## src/rtl/rc_bit_decoder.sv

```systemverilog
`timescale 1ns/1ps
module rc_bit_decoder #(
  parameter int WORD_W      = 32,
  parameter int BYTE_W      = 8,
  parameter int PROB_BITS   = 11,
  parameter int ADAPT_SHIFT = 5,
  parameter int CNT_W       = 6,
  parameter int INIT_BYTES  = 5
) (
  input  logic                 clk,
  input  logic                 rst_n,
  input  logic                 in_valid,
  input  logic [BYTE_W-1:0]    in_data,
  output logic                 in_ready,
  input  logic                 cmd_valid,
  input  logic                 cmd_direct,
  input  logic [PROB_BITS-1:0] cmd_prob,
  input  logic [CNT_W-1:0]     cmd_count,
  output logic                 cmd_ready,
  output logic                 rsp_done,
  output logic                 rsp_bit,
  output logic [WORD_W-1:0]    rsp_value,
  output logic [PROB_BITS-1:0] rsp_prob,
  output logic                 init_done,
  output logic                 init_error,
  output logic                 finish_ok
);
  localparam int IW = $clog2(INIT_BYTES + 1);
  localparam logic [PROB_BITS:0] TOTAL = {1'b1, {PROB_BITS{1'b0}}};

  typedef enum logic [2:0] {S_FILL, S_IDLE, S_NORM, S_EXEC, S_FAIL} st_t;

  st_t                  st;
  logic [WORD_W-1:0]    rng, cod, acc;
  logic [IW-1:0]        fill_left;
  logic                 is_dir;
  logic [PROB_BITS-1:0] prob_q;
  logic [CNT_W-1:0]     cnt_q;

  logic                 need_byte;
  logic [WORD_W-1:0]    bound, half, trial;
  logic                 zero_bit, dbit;
  logic [PROB_BITS:0]   up_diff, up_step;
  logic [PROB_BITS-1:0] prob_up, prob_dn;

  assign need_byte  = (rng[WORD_W-1 -: BYTE_W] == '0);
  assign in_ready   = (st == S_FILL) || (st == S_NORM && need_byte);
  assign cmd_ready  = (st == S_IDLE);
  assign init_done  = (st != S_FILL) && (st != S_FAIL);
  assign init_error = (st == S_FAIL);
  assign finish_ok  = init_done && (cod == '0);

  assign bound    = (rng >> PROB_BITS) * {{(WORD_W-PROB_BITS){1'b0}}, prob_q};
  assign zero_bit = (cod < bound);
  assign up_diff  = TOTAL - {1'b0, prob_q};
  assign up_step  = up_diff >> ADAPT_SHIFT;
  assign prob_up  = prob_q + up_step[PROB_BITS-1:0];
  assign prob_dn  = prob_q - (prob_q >> ADAPT_SHIFT);

  assign half  = rng >> 1;
  assign trial = cod - half;
  assign dbit  = ~trial[WORD_W-1];

  always_ff @(posedge clk) begin
    if (!rst_n) begin
      st        <= S_FILL;
      rng       <= '1;
      cod       <= '0;
      acc       <= '0;
      fill_left <= IW'(INIT_BYTES);
      is_dir    <= 1'b0;
      prob_q    <= '0;
      cnt_q     <= '0;
      rsp_done  <= 1'b0;
      rsp_bit   <= 1'b0;
      rsp_value <= '0;
      rsp_prob  <= '0;
    end else begin
      rsp_done <= 1'b0;
      case (st)
        S_FILL: if (in_valid) begin
          if (fill_left == IW'(INIT_BYTES) && in_data != '0) begin
            st <= S_FAIL;
          end else begin
            cod       <= {cod[WORD_W-BYTE_W-1:0], in_data};
            fill_left <= fill_left - IW'(1);
            if (fill_left == IW'(1)) st <= S_IDLE;
          end
        end
        S_IDLE: if (cmd_valid) begin
          is_dir <= cmd_direct;
          prob_q <= cmd_prob;
          cnt_q  <= cmd_count;
          acc    <= '0;
          st     <= S_NORM;
        end
        S_NORM: begin
          if (!need_byte) begin
            st <= S_EXEC;
          end else if (in_valid) begin
            rng <= rng << BYTE_W;
            cod <= {cod[WORD_W-BYTE_W-1:0], in_data};
            st  <= S_EXEC;
          end
        end
        S_EXEC: begin
          if (!is_dir) begin
            if (zero_bit) begin
              rng      <= bound;
              rsp_prob <= prob_up;
            end else begin
              rng      <= rng - bound;
              cod      <= cod - bound;
              rsp_prob <= prob_dn;
            end
            rsp_bit   <= ~zero_bit;
            rsp_value <= {{(WORD_W-1){1'b0}}, ~zero_bit};
            rsp_done  <= 1'b1;
            st        <= S_IDLE;
          end else begin
            rng <= half;
            if (dbit) cod <= trial;
            acc <= {acc[WORD_W-2:0], dbit};
            if (cnt_q <= CNT_W'(1)) begin
              rsp_bit   <= dbit;
              rsp_value <= {acc[WORD_W-2:0], dbit};
              rsp_prob  <= prob_q;
              rsp_done  <= 1'b1;
              st        <= S_IDLE;
            end else begin
              cnt_q <= cnt_q - CNT_W'(1);
              st    <= S_NORM;
            end
          end
        end
        default: st <= S_FAIL;
      endcase
    end
  end

  a_r4_range_normalised: assert property (@(posedge clk) disable iff (!rst_n)
    (st == S_EXEC) |-> !need_byte);

  a_r9_single_pulse: assert property (@(posedge clk) disable iff (!rst_n)
    rsp_done |=> !rsp_done);

  a_r9_ready_exclusive: assert property (@(posedge clk) disable iff (!rst_n)
    !(cmd_ready && in_ready));

  a_r2_no_cmd_before_fill: assert property (@(posedge clk) disable iff (!rst_n)
    !init_done |-> !cmd_ready);

  a_r3_error_sticky: assert property (@(posedge clk) disable iff (!rst_n)
    init_error |=> init_error);

  a_r6_prob_rises_on_zero: assert property (@(posedge clk) disable iff (!rst_n)
    (rsp_done && !is_dir && !rsp_bit) |-> (rsp_prob >= prob_q));

  a_r6_prob_falls_on_one: assert property (@(posedge clk) disable iff (!rst_n)
    (rsp_done && !is_dir && rsp_bit) |-> (rsp_prob <= prob_q));

  a_r8_stall_holds: assert property (@(posedge clk) disable iff (!rst_n)
    (st == S_NORM && need_byte && !in_valid) |=>
      ($stable(rng) && $stable(cod) && st == S_NORM && !rsp_done));
endmodule

```

## config.mk

```make
export PLATFORM = sky130hd
export DESIGN_NAME = rc_bit_decoder
export DESIGN_NICKNAME = d
export VERILOG_FILES = /design/src/rtl/rc_bit_decoder.sv
export SDC_FILE = /design/constraint.sdc
export NUM_CORES = 1
export LEC_CHECK = 0
export ABC_CLOCK_PERIOD_IN_PS = 12500
export BUFFER_PORTS_ARGS = -buffer_cell sky130_fd_sc_hd__buf_4
export CORE_MARGIN = 10
export CORE_UTILIZATION = 50
export DETAILED_ROUTE_END_ITERATION = 10
export PLACE_DENSITY = 0.67
export SYNTH_ARGS = -nofsm -noshare
export SYNTH_HDL_FRONTEND = slang
export SYNTH_SLANG_ARGS = --single-unit
```

## constraint.sdc

```tcl
create_clock -name clk -period 12.5 [get_ports clk]
set_input_delay 2.5 -clock clk [delete_from_list [all_inputs] [get_ports clk]]
set_output_delay 2.5 -clock clk [all_outputs]
set_load 0.03 [all_outputs]
```

# Word-level counts from Yosys, hierarchy flattened

Cells that the tools add are included.

Register bits: 164
Bits of input ports: 30
Output and inout bits: 50
Logic and storage cells: 105

Add/sub/neg operators: 8
$mul: 1
Order comparisons: 2
Eq/ne operators: 19
Multiplexer cells: 38
Bitwise gates (word level): 3
Reduce and logical (&&, ||, !) cells: 22

Operator list:

| cell                                                                  | count |
|---|---|
| 32-bit two-way mux                                                    | 13 |
| 32-bit case mux with 3 select lines                                   | 1 |
| 32-bit case mux with 2 select lines                                   | 1 |
| 32-bit subtractor                                                     | 2 |
| 31-bit two-way mux                                                    | 2 |
| 31-bit case mux with 2 select lines                                   | 1 |
| 11-bit two-way mux                                                    | 3 |
| 32-bit zero test                                                      | 1 |
| 32-bit < comparator                                                   | 1 |
| 21-bit by 11-bit multiplier with 32-bit output                        | 1 |
| 32-bit by 31-bit subtractor with 32-bit output                        | 1 |
| 3-bit two-way mux                                                     | 6 |
| 6-bit two-way mux                                                     | 3 |
| 2-bit inequality test (second input constant)                         | 7 |
| 3-bit inequality test (second input constant)                         | 4 |
| 3-bit case mux with 4 select lines                                    | 1 |
| 6-bit case mux with 2 select lines                                    | 1 |
| 12-bit by 11-bit subtractor with 12-bit output (first input constant) | 1 |
| 11-bit by 7-bit adder with 11-bit output                              | 1 |
| 11-bit by 6-bit subtractor with 11-bit output                         | 1 |
| 3-bit AND reduction                                                   | 3 |
| 8-bit zero test                                                       | 1 |
| 4-bit AND reduction                                                   | 2 |
| 8-bit nonzero test                                                    | 1 |
| other kinds (18)                                                      | 34 |

# Depth between registers and ports, before layout

Depth in word-level cells: 5
Mapped depth: 54
Mapped depth without buffers: 48

# Least setup slack after synthesis

Ideal clock, no wire load.

Path type: reg-to-reg
Start point: register prob_q[5]
End point: register rsp_prob[10]
Library setup time: 0.130 ns
Arrival: 10.057 ns
Required time: 12.370 ns
Path slack: 2.313 ns
Stages on the path, launching flop included: 52
Period minus slack after synthesis: 10.187 ns
Cells stage by stage: dfxtp_1 > clkbuf_1 > buf_1 > nand2_1 > fa_1 > inv_1 > fa_1 > fa_1 > fa_1 > inv_1 > fa_1 > inv_1 > ha_1 > clkbuf_1 > a21oi_1 > a21boi_0 > nor2_1 > o21ai_0 > [... 16 more ...] > buf_2 > buf_2 > nand2_1 > xor2_1 > ha_1 > nor2b_1 > o21ai_0 > a21boi_0 > o21ai_0 > a21boi_0 > o21ai_0 > nand2b_1 > and2_1 > o21a_1 > a211o_1 > a21oi_1 > xnor2_1 > a21oi_1

Cells in the longest elaborated chain, start to end: 4
Elaborated cells on any way between the ends: 7

Ends and longest elaborated chain:

| what                                                                                                                    | line   | RTL |
|---|---|---|
| start, declared                                                                                                         | 37     | `logic [PROB_BITS-1:0] prob_q;` |
| start signal, assigned                                                                                                  | 92     | `prob_q <= cmd_prob;` |
| 21-bit by 11-bit multiplier with 32-bit output / 12-bit by 11-bit subtractor with 12-bit output (equally long branches) | 53, 55 |  |
| 32-bit < comparator / 11-bit by 7-bit adder with 11-bit output (equally long branches)                                  | 54, 57 |  |
| 11-bit two-way mux *                                                                                                    | 108    | `if (zero_bit) begin` |
| 11-bit two-way mux *                                                                                                    | 107    | `if (!is_dir) begin` |
| end signal, assigned                                                                                                    | 110    | `rsp_prob <= prob_up;` |
| end signal, assigned                                                                                                    | 114    | `rsp_prob <= prob_dn;` |
| end signal, assigned                                                                                                    | 127    | `rsp_prob <= prob_q;` |
| end, declared                                                                                                           | 23     | `output logic [PROB_BITS-1:0] rsp_prob,` |

Mark *: on every way between the ends. The rest lies on a longest branch, timed or not.
A chain may end at the register's enable or synchronous reset.

# Final worst setup path

Start point: register prob_q[2]
End point: register rsp_prob[10]

The elaborated chain is that of the path after synthesis.

==> flow_summary_export.csv <==
group,metric,value,unit
routing,num_vias,18300,
power,total_power,1.16,mW
place,place_congestion,0.941,
synthesis,yosysSeqAreaShare,16.6,%
cts,clock_sinks,163,
timing,grt_setup_unrepaired,"no",
setup_path,cp_data_arrival_time,11600,ps
setup_path,critPathBufInv,3,
routing,vias_per_cell,6.05,
timing,clock_skew,17.6,ps
setup_path,crit_type,"reg2reg",
cts,cts_made_buffers,17,
setup_path,crit_slowest_cell,"dfxtp_1",
timing,slew_headroom,15.1,%
synthesis,synth.lib_cells_used.distinct,79,
cts,cts_setup_buffers,0,
worst_hold_path,holdCritPathClass,"reg2reg",
synthesis,synth_simple_gate_area_share,18.1,%
cts,clock_path_buffers,2,
place,io_buffers,79,
timing,setup_viol_count_final,0,
cts,root_buffer,"clkbuf_16",
power,p_leak,9.58,nW
setup_path,crit_required,12820,ps
layout,drive_gt1_share,6.88,%
global_routing,grt_max_degree,89,
power,p_comb_share,8.3,%
cts,insertion_delay,460,ps
status,status,"complete, no violations",
timing,max_freq,0.0887,GHz
synthesis,synth_area,0.0197,mm2
synthesis,synth-edff-count,0,
synthesis,syn_area_per_cell,7.84,um2
global_routing,grt_usage,25.3,%
place,hpwl,45900,um
synthesis,ys_ff_latch,163,
synthesis,synth_compound_area_share,22.9,%
routing,drt.antenna.violating_nets,0,
power,power.internal,849,uW
layout,final_cell_mix,"nand2_1, inv_1, nor2_1, fa_1, ha_1",
layout,diodes,0,
setup_path,cpMostUsedCell,"fa_1",
power,p_sw,316,uW
layout,area_delta_synth_final,7.39,%
power,ir_drop,0.126,mV
cts,postCtsHoldBufs,0,
power,p_seq_share,44.6,%
synthesis,ys.warnings.count,0,
setup_path,crit_family,"compound AO/OA/AOI/OAI gates",
power,p_clk_share,47.1,%
global_routing,grt_pass1_vias,18000,
synthesis,synthFlopType,"dfxtp_1",
cts,path_clk_slew,80,ps
flow_run,drv_cap,0,
synthesis,synth_nets,2887,
cts,cts_tree,"done",
floorplan,die_area,0.0477,mm2
timing,period_share,90.2,%
synthesis,synth_adder_area_share,28.8,%
timing,finalMaxSlewViolations,0,
setup_path,critical_path.max_stage_delay,1080,ps
timing,tightest_slew,1270,ps
timing,hold_violations,0,
synthesis,synth_top_family_by_area,"adder cells",
setup_path,crit_fanout,25,
setup_path,crit_path_end_kind,"flip-flop",
timing,hold_ws,461,ps
cts,h-tree-depth,4,
synthesis,synthArstFlopShare,0,%
global_routing,grt_pass1_wl,97100,um
floorplan,io_pins,80,
synthesis,synthMuxAreaShare,0.801,%
layout,utilization,54.5,%
place,place_area,0.0205,mm2
routing,first_pass_iters,5,
layout,register_area,0.00326,mm2
layout,fill_cells,3675,
global_routing,antenna_found_initial,0,
synthesis,synth_xor_area_share,5.03,%
floorplan,die_y,218,um
routing,totalWireLength,60900,um
floorplan,initial_utilization,50.7,%
timing,setup_tns,0,ps
timing,min_period,11280,ps
floorplan,die_w,218,um
setup_path,start_kind,"flip-flop",
global_routing,grt_overflow,0,
power,switching_share,27.1,%
layout,final_cell_area,0.0211,mm2
layout,fin_nets,2863,
power,p_per_area,55.1,mW/mm2
layout,final_common_cell,"nand2_1",
floorplan,rows,72,
routing,drt_iter0_drc,1474,
floorplan,core,0.0388,mm2
routing,wl_per_cell,20.2,um
routing,drc,0,
synthesis,syn_inst,2512,
cts,ctsResizeCount,0,
layout,multiInputGateArea,0.0149,mm2
tightest hold or removal path, delay by kind of cell (launching register included):
kind	cells	cell delay, ps
compound gates	1	50
flops	1	310
simple gates	1	50
metrics by stage:
| stage | setup slack (ps) | cells |
|---|---|---|
| after global placement | 1660 | 2987 |
| after floorplan | 2310 | 2512 |
| final | 1220 | 3019 |
| after CTS | 1380 | 3019 |
| after detailed placement | 1430 | 2987 |
| after global routing | 370 | 3019 |
kinds of logic (layout without fill, tap and decap cells):
| family | after synthesis | count (layout) |
|---|---|---|
| buffers and inverters | 401 | 390 |
| adders and majority gates | 349 | 349 |
| DFF | 163 | 163 |
| and+or+nand+nor | 804 | 804 |
| xor gates and xnor gates | 113 | 113 |
| muxes | 15 | 15 |
| AOI/OAI and AO/OA | 667 | 667 |
flip-flops by register name, summed over array words and instances (netlist names):
signal	count
cod	32
fill_left	3
rsp_value	32
is_dir	1
st	3
acc	31
cnt_q	6
rng	32
rsp_prob	11
rsp_done	1
prob_q	11
area by class of cell:
class | count | share of cell area [%]
multi-input cells | 1948 | 70.5
flip-flops and latches | 163 | 15.4
inverters | 254 | 4.51
repair buffers | 104 | 3.69
well taps | 518 | 3.07
clock buffers | 19 | 2.09
clock inverters | 13 | 0.734
cell usage after synthesis (12+ instances only):
master	number	share of area (%)
o21a_1	26	0.99
nand2b_1	21	0.67
a22oi_1	72	2.7
o2111ai_1	15	0.67
a21boi_0	13	0.50
and2_1	66	2.1
xnor2_1	70	3.1
ha_1	171	11
a31oi_1	14	0.44
a211oi_1	32	1.2
inv_1	252	4.8
nand2_1	330	6.3
nor4_1	16	0.51
nor2b_1	12	0.38
and3_1	15	0.48
nor3_1	30	0.76
dfxtp_1	163	17
xor2_1	43	1.9
nor2_1	234	4.5
a211o_1	13	0.58
nand3_1	33	0.84
clkbuf_1	129	2.5
o21ai_0	102	2.6
a21o_1	47	1.8
o21bai_1	15	0.57
o211ai_1	63	2.4
fa_1	174	18
a21oi_1	170	4.3
layer usage:
metal,wire length [um],vias up,GRT usage (%)
met5,0,-,0
met4,1560,0,8.15
met3,4280,103,3.09
met2,28200,668,40.6
met1,26900,8945,34.6
li1,-,8559,-
path summary, 6_finish.rpt:
path / from / end / slack, ps / cells after the start
worst max-delay path: prob_q[2]$_SDFFE_PN0P_ / rsp_prob[10]$_SDFFE_PN0P_ / 1220 / 43
worst min register to register: rsp_prob[1]$_SDFFE_PN0P_ / rsp_prob[1]$_SDFFE_PN0P_ / 460 / 2
worst min-delay path: rsp_prob[1]$_SDFFE_PN0P_ / rsp_prob[1]$_SDFFE_PN0P_ / 460 / 2
worst max register to register: prob_q[2]$_SDFFE_PN0P_ / rsp_prob[10]$_SDFFE_PN0P_ / 1220 / 43
power groups by stage:
stage | clock [mW] | sequential [mW] | combinational (mW)
after floorplan | 0 | 0.532 | 0.0688
after global routing | 0.577 | 0.520 | 0.106
after global placement | 0 | 0.532 | 0.0932
final | 0.549 | 0.520 | 0.0963
after CTS | 0.556 | 0.520 | 0.0948
after detailed placement | 0 | 0.532 | 0.0940
Note: power is estimated with default switching activity, not from simulation.
